<file path="config.mk">
export PLATFORM = sky130hd
export DESIGN_NAME = dual_width_rom
export DESIGN_NICKNAME = d
export VERILOG_FILES = /design/src/rtl/dwr_pkg.sv /design/src/rtl/dwr_array.sv /design/src/rtl/dwr_steer.sv /design/src/rtl/dual_width_rom.sv
export SDC_FILE = /design/constraint.sdc
export NUM_CORES = 1
export LEC_CHECK = 0
export BUFFER_PORTS_ARGS = -buffer_cell sky130_fd_sc_hd__buf_2
export CAP_MARGIN = 0
export CORE_MARGIN = 2
export CORE_UTILIZATION = 30
export CTS_BUF_LIST = sky130_fd_sc_hd__clkbuf_4
export CTS_CLUSTER_SIZE = 16
export DETAILED_ROUTE_END_ITERATION = 10
export PLACE_DENSITY = 0.48
export SYNTH_ARGS = -nofsm -noshare
export SYNTH_HDL_FRONTEND = slang
export SYNTH_SLANG_ARGS = --single-unit
export TNS_END_PERCENT = 5
</file>
<file path="constraint.sdc">
create_clock -name clk -period 1.3 [get_ports clk]
set_input_delay 0.26 -clock clk [delete_from_list [all_inputs] [get_ports clk]]
set_output_delay 0.26 -clock clk [all_outputs]
set_load 0.01 [all_outputs]
</file>
<file path="src/rtl/dwr_pkg.sv">
package dwr_pkg;
  localparam int unsigned DW = 32;
  localparam int unsigned HW = 16;

  typedef logic [DW-1:0] entry_t;
  typedef logic [HW-1:0] half_t;

  // Closed-form stored contents: distinct halves so steering errors show.
  function automatic entry_t rom_word(input int unsigned idx, input entry_t seed);
    half_t hi;
    half_t lo;
    hi = 16'(idx * 37 + 11);
    lo = 16'(idx * 101 + 7);
    return {hi, lo} ^ seed;
  endfunction
endpackage

</file>
<file path="src/rtl/dwr_array.sv">
module dwr_array #(
  parameter int unsigned ADDR_W = 6,
  parameter dwr_pkg::entry_t SEED = 32'hC3A5_5A3C
) (
  input  logic                  clk,
  input  logic [ADDR_W-1:0]     addr_i,
  output dwr_pkg::entry_t       rd_o
);
  localparam int unsigned DEPTH = 1 << ADDR_W;

  dwr_pkg::entry_t rom_w [DEPTH];
  dwr_pkg::entry_t rd_q;

  for (genvar gi = 0; gi < DEPTH; gi++) begin : g_fill
    assign rom_w[gi] = dwr_pkg::rom_word(gi, SEED);
  end

  // No reset on the read register so it can map onto block memory.
  always_ff @(posedge clk) begin
    rd_q <= rom_w[addr_i];
  end

  assign rd_o = rd_q;
endmodule

</file>
<file path="src/rtl/dwr_steer.sv">
module dwr_steer (
  input  logic             clk,
  input  logic             rst_n,
  input  logic             ce_n_i,
  input  logic             oe_n_i,
  input  logic             wide_i,
  input  logic             lsb_i,
  input  dwr_pkg::entry_t  rd_i,
  output dwr_pkg::entry_t  data_o,
  output logic             lo_oe_o,
  output logic             mid_oe_o,
  output logic             top_oe_o
);
  import dwr_pkg::*;

  logic en_q;
  logic wide_q;
  logic lsb_q;
  logic primed_q;
  half_t low_lane;

  always_ff @(posedge clk or negedge rst_n) begin
    if (!rst_n) begin
      en_q     <= 1'b0;
      wide_q   <= 1'b0;
      lsb_q    <= 1'b0;
      primed_q <= 1'b0;
    end else begin
      en_q     <= !ce_n_i && !oe_n_i;
      wide_q   <= wide_i;
      lsb_q    <= lsb_i;
      primed_q <= 1'b1;
    end
  end

  always_comb begin
    if (wide_q)     low_lane = rd_i[HW-1:0];
    else if (lsb_q) low_lane = rd_i[DW-1:HW];
    else            low_lane = rd_i[HW-1:0];
  end

  assign lo_oe_o  = en_q;
  assign mid_oe_o = en_q && wide_q;
  assign top_oe_o = en_q && wide_q;

  always_comb begin
    data_o = '0;
    if (en_q) begin
      data_o[HW-1:0] = low_lane;
      if (wide_q) data_o[DW-1:HW] = rd_i[DW-1:HW];
    end
  end

  AST_CE_FLOATS: assert property (@(posedge clk) disable iff (!rst_n)
    (primed_q && $past(ce_n_i)) |-> !(lo_oe_o || mid_oe_o || top_oe_o));
  AST_OE_FLOATS: assert property (@(posedge clk) disable iff (!rst_n)
    (primed_q && $past(!ce_n_i && oe_n_i)) |-> (data_o == '0 && !lo_oe_o));
  AST_WIDE_DRIVES_ALL: assert property (@(posedge clk) disable iff (!rst_n)
    (primed_q && $past(!ce_n_i && !oe_n_i && wide_i)) |-> (lo_oe_o && mid_oe_o && top_oe_o));
  AST_NARROW_UPPER_IDLE: assert property (@(posedge clk) disable iff (!rst_n)
    (primed_q && $past(!wide_i)) |-> (!mid_oe_o && !top_oe_o && data_o[DW-1:HW] == '0));
  AST_RESET_QUIET: assert property (@(posedge clk)
    !rst_n |-> (data_o == '0 && !lo_oe_o));
endmodule

</file>
<file path="src/rtl/dual_width_rom.sv">
module dual_width_rom #(
  parameter int unsigned ADDR_W = 6,
  parameter logic [31:0] SEED   = 32'hC3A5_5A3C
) (
  input  logic              clk,
  input  logic              rst_n,
  input  logic [ADDR_W-1:0] addr_i,
  input  logic              lsb_i,
  input  logic              ce_n_i,
  input  logic              oe_n_i,
  input  logic              wide_i,
  output logic [31:0]       data_o,
  output logic              lo_oe_o,
  output logic              mid_oe_o,
  output logic              top_oe_o
);
  dwr_pkg::entry_t rd_w;

  dwr_array #(.ADDR_W(ADDR_W), .SEED(SEED)) u_array (
    .clk    (clk),
    .addr_i (addr_i),
    .rd_o   (rd_w)
  );

  dwr_steer u_steer (
    .clk      (clk),
    .rst_n    (rst_n),
    .ce_n_i   (ce_n_i),
    .oe_n_i   (oe_n_i),
    .wide_i   (wide_i),
    .lsb_i    (lsb_i),
    .rd_i     (rd_w),
    .data_o   (data_o),
    .lo_oe_o  (lo_oe_o),
    .mid_oe_o (mid_oe_o),
    .top_oe_o (top_oe_o)
  );
endmodule

</file>
### Word-level counts from Yosys, hierarchy flattened

Memory sizes are Yosys's and may differ from the RTL's. A register that Yosys moved wholly into a read port is not among the register bits.
Index checks and enable logic that the tools add are counted.

| operators by class | value |
|---|---|
| multiplexer cells | 4 |
| bitwise logic cells | 1 |
| reductions and logical operators | 4 |

Operators by type and width:

| cell | count |
|---|---|
| 2-to-1 mux 16 bit | 3 |
| 2-to-1 mux 32 bit | 1 |
| NOT 6 -> 7 bit | 1 |
| logical AND 1 bit | 2 |
| logical NOT 1 bit | 2 |

| word-level totals | value |
|---|---|
| register bits | 3 |
| bits in read-only memories | 2048 |
| input port bits | 12 |
| output and inout port bits | 35 |
| memories kept | 1 |

Memories:

| memory | words | width | rd ports | clocked after Yosys merged registers in | wr ports | RTL line | RTL |
|---|---|---|---|---|---|---|---|
| (name not given) | 64 | 32 | 1 | 1 | 0 | dwr_array.sv:20 | `rd_q <= rom_w[addr_i];` |

### Longest topological paths before layout

Gate-level depths: netlist of the first run.

| logic depth | value |
|---|---|
| word-level depth | 3 |
| depth in mapped cells | 9 |
| gate-level depth less buffers | 8 |

### Hierarchy

Synthesis of the first run repeated with hierarchy kept, for this count alone.

| second synthesis, totals | value |
|---|---|
| cell total of the unflattened synthesis | 336 |
| area, all modules | 2577.5 µm² |

Modules (own cells, without submodules):

| module | times used | cells an instance | area an instance (µm²) |
|---|---|---|---|
| dwr_array | 1 | 257 | 2030.7 |
| dwr_steer | 1 | 79 | 546.8 |

### Least setup slack after synthesis of the first run

Ideal clock, no wire load.

| timing | value |
|---|---|
| kind | input -> register |
| from | input port addr_i[1] |
| to | register u_array.rd_q[22] (netlist: u_array.rd_o[22]) |
| setup time | 0.127 ns |
| arrival time | 1.661 ns |
| required time | 1.173 ns |
| path slack | -0.488 ns |
| cell stages on the path | 7 |
| cell sequence | buf_2 inv_1 ha_1 clkbuf_1 a211o_1 a311oi_1 a211oi_1 |

| between the ends | value |
|---|---|
| cells in the longest elaborated chain, start to end | 1 |

RTL lines:

| element | RTL line | RTL |
|---|---|---|
| start, declared | dual_width_rom.sv:7 | `input logic [ADDR_W-1:0] addr_i,` |
| NOT 6 -> 7 bit (not written as such) | dwr_array.sv:20 |  |
| end, declared | dwr_array.sv:12 | `dwr_pkg::entry_t rd_q;` |

Every way passes these cells.

### Final worst setup path of the first run

| timing | value |
|---|---|
| from | register u_steer.wide_q |
| to | output port data_o[0] |

| between the ends | value |
|---|---|
| cells in the longest elaborated chain, start to end | 2 |

RTL lines:

| element | RTL line | RTL |
|---|---|---|
| start, declared | dwr_steer.sv:17 | `logic wide_q;` |
| start signal, assigned | dwr_steer.sv:30 | `wide_q <= wide_i;` |
| 2-to-1 mux 16 bit | dwr_steer.sv:37 | `if (wide_q) low_lane = rd_i[HW-1:0];` |
| 2-to-1 mux 32 bit | dwr_steer.sv:48 | `if (en_q) begin` |
| end, declared | dual_width_rom.sv:12 | `output logic [31:0] data_o,` |

Every way passes these cells.

==> impl_metrics.tcl, run 1 <==
set metrics [dict create \
    status "finished, violations left" \
    violations "negative setup slack" \
    vias 2466 \
    synth_area_leaders "dfxtp_1, nand2_1, ha_1, a21oi_1, a21boi_0" \
    yosysTopAreaCellShare_pct 20.53 \
    synth_cell_type_count 62 \
    start_util_pct 30.60 \
    fin_crit_ns 1.658 \
    viasPerCell 5.074 \
    drive_gt1_share_pct 35.16 \
    postSynthCellCount 304 \
    drtIter0Drc 184 \
    h-tree-depth 1 \
    use_met3_pct 1.627 \
    cp-end-kind "primary output" \
    grt_pass1_wl_um 11820 \
    total_power_mw 2.262 \
    yosys_warnings 0 \
    crit_arrival_ns 1.40 \
    gp_congestion 0.9033 \
    synthFlopType "dfxtp_1" \
    ios 47 \
    clkSinkCount 27 \
    final_common_cell "buf_4" \
    syn-cell-area_um2 2340 \
    grt_overflow 0 \
    setup_tns_ns -9.546 \
    rsz0062_at_grt "true" \
    wirelength_um 7136 \
    synth_top_area_cell "dfxtp_1" \
    met2_usage_pct 26.95 \
    synth_edf_count 0 \
    cp_max_fo 12 \
    use_met1_pct 24.92 \
    busiest_layer "met2" \
    crit_type "reg2out" \
    setup_viol 32 \
    peakVddDrop_v 0.0002644 \
    layout_common_cells "buf_4, buf_2, nand2_1, dfxtp_1, a21oi_1" \
    powerDensity_nw_per_um2 709.4 \
    drcViolationCount 0 \
    final_antenna_net_count 0 \
    crit_required_ns 1.04 \
    final_max_slew_viol_count 0 \
    cts_root_buf "clkbuf_4" \
    n_antenna_cell 0 \
    place.port_buffers 43 \
    path_clk_slew_ns 0.15 \
    dp_hpwl_um 5402 \
    synthToLayoutAreaGrowth_pct 36.31 \
    syn_area_per_cell_um2 7.697 \
    power.leakage_nw 1.502 \
    die_w_um 92.31 \
    core_area_um2 7647 \
    grt_pass1_vias 2373 \
    rows 32 \
    holdCritPathClass "in2reg" \
    async_flop_share_pct 11.11 \
    start_kind "flop" \
    timing.final.crit_share_pct 127.5 \
    max_clock_freq_mhz 603.2 \
    final_cell_area_um2 3189 \
    grt_use_total_pct 16.92 \
    cts_tree "done" \
    finalHoldViolCount 0 \
    cts_buffers 3 \
    grt_max_degree 30 \
    die-height_um 92.31 \
    antenna_found_initial 0 \
    ys_ff_latch 27 \
    clockBufferDepth 2 \
    die_area_um2 8521 \
    yosysSeqAreaShare_pct 23.74 \
    placed_cell_area_um2 3030 \
    setup_slack_ns -0.3577 \
    cap_viol_max_count 0 \
    final_nets 407 \
    dr.pass1.iters 5 \
    wl_per_cell_um 14.68 \
]
[per-stage QoR]
stage	setup WS [ns]	hold WS, ns	util, %	instances
after floorplan	-0.2163	-0.03559	-	306
after global placement	-0.3809	0.05890	39.63	477
after detailed placement	-0.3981	0.06120	39.63	477
after CTS	-0.3870	0.01530	40.98	484
after global routing	-0.4739	0.01404	41.70	486
final	-0.3577	0.05471	41.70	486
[logic make-up after synthesis]
logic type	share of synthesized area (%)
buf+inv	11.60
compound gates	28.66
simple gates	22.67
xor+xnor	2.941
fa+ha+maj	5.775
other cells	0.1603
flops	23.74
mux	4.439
[final cells by class]
cell class | count | area, um2
multi-input cells | 233 | 1584
clock buffers | 3 | 22.52
inverters | 9 | 36.28
well taps | 102 | 127.6
repair buffers | 111 | 855.8
fillers | 812 | 4458
flip-flops and latches | 27 | 555.5
clock inverters | 1 | 7.507
[repair_timing]
action                                  4_1_cts  5_1_grt
endpoints found under the setup margin       35       40
resized for setup                            24       12
hold endpoints to repair                      3        2
hold buffers                                  1        2
pin swaps                                     2        5
cloned                                        1        0
setup buffers                                 1        0
[worst paths after layout]
check                          startpoint              end  cells past startpoint  slack [ns]
max in group asynchronous           rst_n  u_steer.lo_oe_o                      2        0.96
max                        u_steer.wide_q        data_o[0]                      5       -0.36
min                                ce_n_i  u_steer.lo_oe_o                      2        0.05
min in group asynchronous           rst_n   u_steer.wide_q                      2        0.23
[synth_stat cells, types with 2 or more instances]
master    number
xor2_1         2
nand2b_1      13
nand3_1        3
inv_2          4
nand2_1       38
ha_1          10
mux2i_1        7
and3_1        14
buf_4          9
o211a_1        3
o31a_1         2
buf_6          5
clkbuf_1      11
a22oi_1        3
a311oi_1       2
nor2b_1        6
o211ai_1       8
a211o_1        2
o21ai_0        6
o31ai_1        3
a21oi_1       22
o22ai_1        3
a31oi_1        3
and2_1         5
dfxtp_1       24
nor3_1         4
buf_2          8
inv_1          5
xnor2_1        4
a211oi_1       9
buf_1          2
o221ai_1       3
dfrtp_1        3
nor2_1        18
a21boi_0      12
nand3b_1       2
[power by group]
| group | internal, mW | total [mW] | switching [mW] |
|---|---|---|---|
| Sequential | 0.918 | 0.962 | 0.0448 |
| Clock | 0.118 | 0.377 | 0.260 |
| Combinational | 0.456 | 0.923 | 0.466 |
[routing by layer]
| layer | wire [um] | share of wire (%) |
|---|---|---|
| met2 | 3186 | 45 |
| met3 | 373 | 5.2 |
| met5 | 0 | 0 |
| met1 | 3544 | 50 |
| met4 | 32 | 0.45 |
[worst max-delay path: stages, from the launching register on]
cell      delay (ns)
dfrtp_1         0.45
nand2b_4        0.16
buf_12          0.12
nand2_1         0.05
a21boi_1        0.14
buf_2           0.15
[registers in the layout, summed over array words and instances, names as in the netlist]
register,count
u_array.rd_o,24
u_steer.wide_q,1
u_steer.lo_oe_o,1
u_steer.lsb_q,1
Note: power is estimated with default switching activity, not from simulation.
==> inputs of run 2 (changes only) <==
==> constraint.sdc (replaced) <==
create_clock -name clk -period 1.3 [get_ports clk]
set_input_delay 0.065 -clock clk [delete_from_list [all_inputs] [get_ports clk]]
set_output_delay 0.065 -clock clk [all_outputs]
set_load 0.01 [all_outputs]
==> run 2 against run 1 <==
Net effect: the run still ends with negative setup slack left; die area stayed put; via count decreased by 3.4%; sequential share of layout area increased by 0.59 points; sequential power barely moved; non-clock buffer count fell by 4.
==> impl_metrics.tcl, run 2 (same netlist as run 1, synthesis figures left out) <==
set metrics [dict create \
    status "finished, violations left" \
    violations "negative setup slack" \
    core_area_um2 7647 \
    crit_type "reg2out" \
    total_power_mw 2.225 \
    setup_tns_ns -3.468 \
    rows 32 \
    clkSinkCount 27 \
    crit_arrival_ns 1.42 \
    place.port_buffers 43 \
    swShare_pct 33.56 \
    die-height_um 92.31 \
    power.share.clock_pct 17.3 \
    setup_viol 26 \
    antenna_found_initial 0 \
    internal-power_mw 1.478 \
    wirelength_um 6919 \
    vias 2382 \
    path_clk_slew_ns 0.14 \
    p_sw_mw 0.7467 \
    timing.hold.ws_ns 0.06345 \
    final_max_slew_viol_count 0 \
    timing.final.crit_share_pct 114.2 \
    rsz0062_at_grt "true" \
    drive_gt1_share_pct 32.89 \
    largest_reg_flops 24 \
    final_common_cell "buf_4" \
    grt_pass1_vias 2288 \
    max_clock_freq_mhz 673.3 \
    fin_crit_ns 1.485 \
    holdCritPathClass "in2async" \
    n_antenna_cell 0 \
    setup_slack_ns -0.1852 \
    path_cells "nor2b_4 > buf_6 > nand2_1 > a21boi_2 > buf_2" \
    h-tree-depth 1 \
    share_comb_of_total_power_pct 39.5 \
    crit_required_ns 1.24 \
    die_area_um2 8521 \
    grt_use_total_pct 16.80 \
    gp_congestion 0.9149 \
    viasPerCell 4.942 \
    peakVddDrop_v 0.0002380 \
    dp_hpwl_um 5350 \
    power.leakage_nw 1.470 \
    drcViolationCount 0 \
    wl_per_cell_um 14.35 \
    cap_viol_max_count 0 \
    finalHoldViolCount 0 \
    cts_tree "done" \
    start_kind "flop" \
    ios 47 \
    grt_overflow 0 \
    max_stage_delay_ns 0.46 \
    grt_max_degree 30 \
    dp.cells 471 \
    drtIter0Drc 170 \
    power_frac_seq_pct 43.3 \
    layout_common_cells "buf_4, buf_2, nand2_1, dfxtp_1, a21oi_1" \
    powerDensity_nw_per_um2 721.0 \
    final_cells 482 \
    start_util_pct 30.60 \
    clockBufferDepth 2 \
    dr.pass1.iters 4 \
    synthToLayoutAreaGrowth_pct 31.87 \
    final_antenna_net_count 0 \
    final_nets 403 \
    critPathSlowestCell "dfrtp_1" \
    cp_max_fo 6 \
    die_w_um 92.31 \
    grt_pass1_wl_um 11670 \
    cp-end-kind "primary output" \
    cts_root_buf "clkbuf_4" \
    cts_buffers 3 \
]
run 2: cell types whose count changed in the layout (fill, tap and decap cells not counted), moves of 4 or more:
cell    change
buf_4       -4
buf_12      -4
buf_2       +5
buf_6       -4
run 2: worst max-delay path: cells and delay by family, from the launching register on:
| kind | cells | cell delay (ns) |
|---|---|---|
| flip-flops | 1 | 0.46 |
| buffers and inverters | 2 | 0.29 |
| AND/OR/NAND/NOR | 2 | 0.23 |
| AO/OA/AOI/OAI | 1 | 0.13 |
run 2: metal layers:
metal	track usage [%]	up-vias	wire [um]
met3	1.546	6	297
met5	0	-	0
li1	-	1235	-
met1	25.43	1074	3569
met2	25.24	67	2962
met4	4.726	0	89
run 2: final timing paths:
| check | startpoint | to | slack, ns |
|---|---|---|---|
| max | u_steer.wide_q | data_o[3] | -0.19 |
| min | rst_n | u_steer.lo_oe_o | 0.06 |
| max in group asynchronous | rst_n | u_steer.lsb_q | 1.13 |
| min in group clk | addr_i[0] | u_array.rd_o[0] | 0.13 |
run 2: what timing repair did:
action	in CTS	in global routing
buffers inserted	1	0
endpoints found under the setup margin	18	30
gates resized for setup	16	12
hold endpoints to repair	6	0
cloned	1	0
pin swaps	0	8
hold buffers	5	0
run 2: cell type report:
cell class | instances | area (um2)
Fill cell | 816 | 4562
Inverter | 9 | 36.28
Timing Repair Buffer | 107 | 760.7
Tap cell | 102 | 127.6
Sequential cell | 27 | 555.5
Multi-Input combinational cell | 233 | 1575
Clock buffer | 4 | 30.03
run 2: metrics by stage:
| stage | cell area [um2] | worst slack [ns] | util, % |
|---|---|---|---|
| floorplan | 2391 | -0.02133 | - |
| global placement | 2935 | -0.1937 | 38.38 |
| detailed placement | 2935 | -0.2026 | 38.38 |
| CTS | 3040 | -0.2181 | 39.76 |
| global route | 3085 | -0.3097 | 40.35 |
| finish | 3085 | -0.1852 | 40.35 |
run 2: power groups by stage:
stage                     registers, mW  logic, mW  clock network [mW]
final                             0.962      0.878               0.384
after global routing              0.971      0.975               0.441
after CTS                         0.957      0.864               0.399
after detailed placement          0.976      0.834                   0
after global placement            0.975      0.838                   0
after floorplan                   0.960      0.554                   0
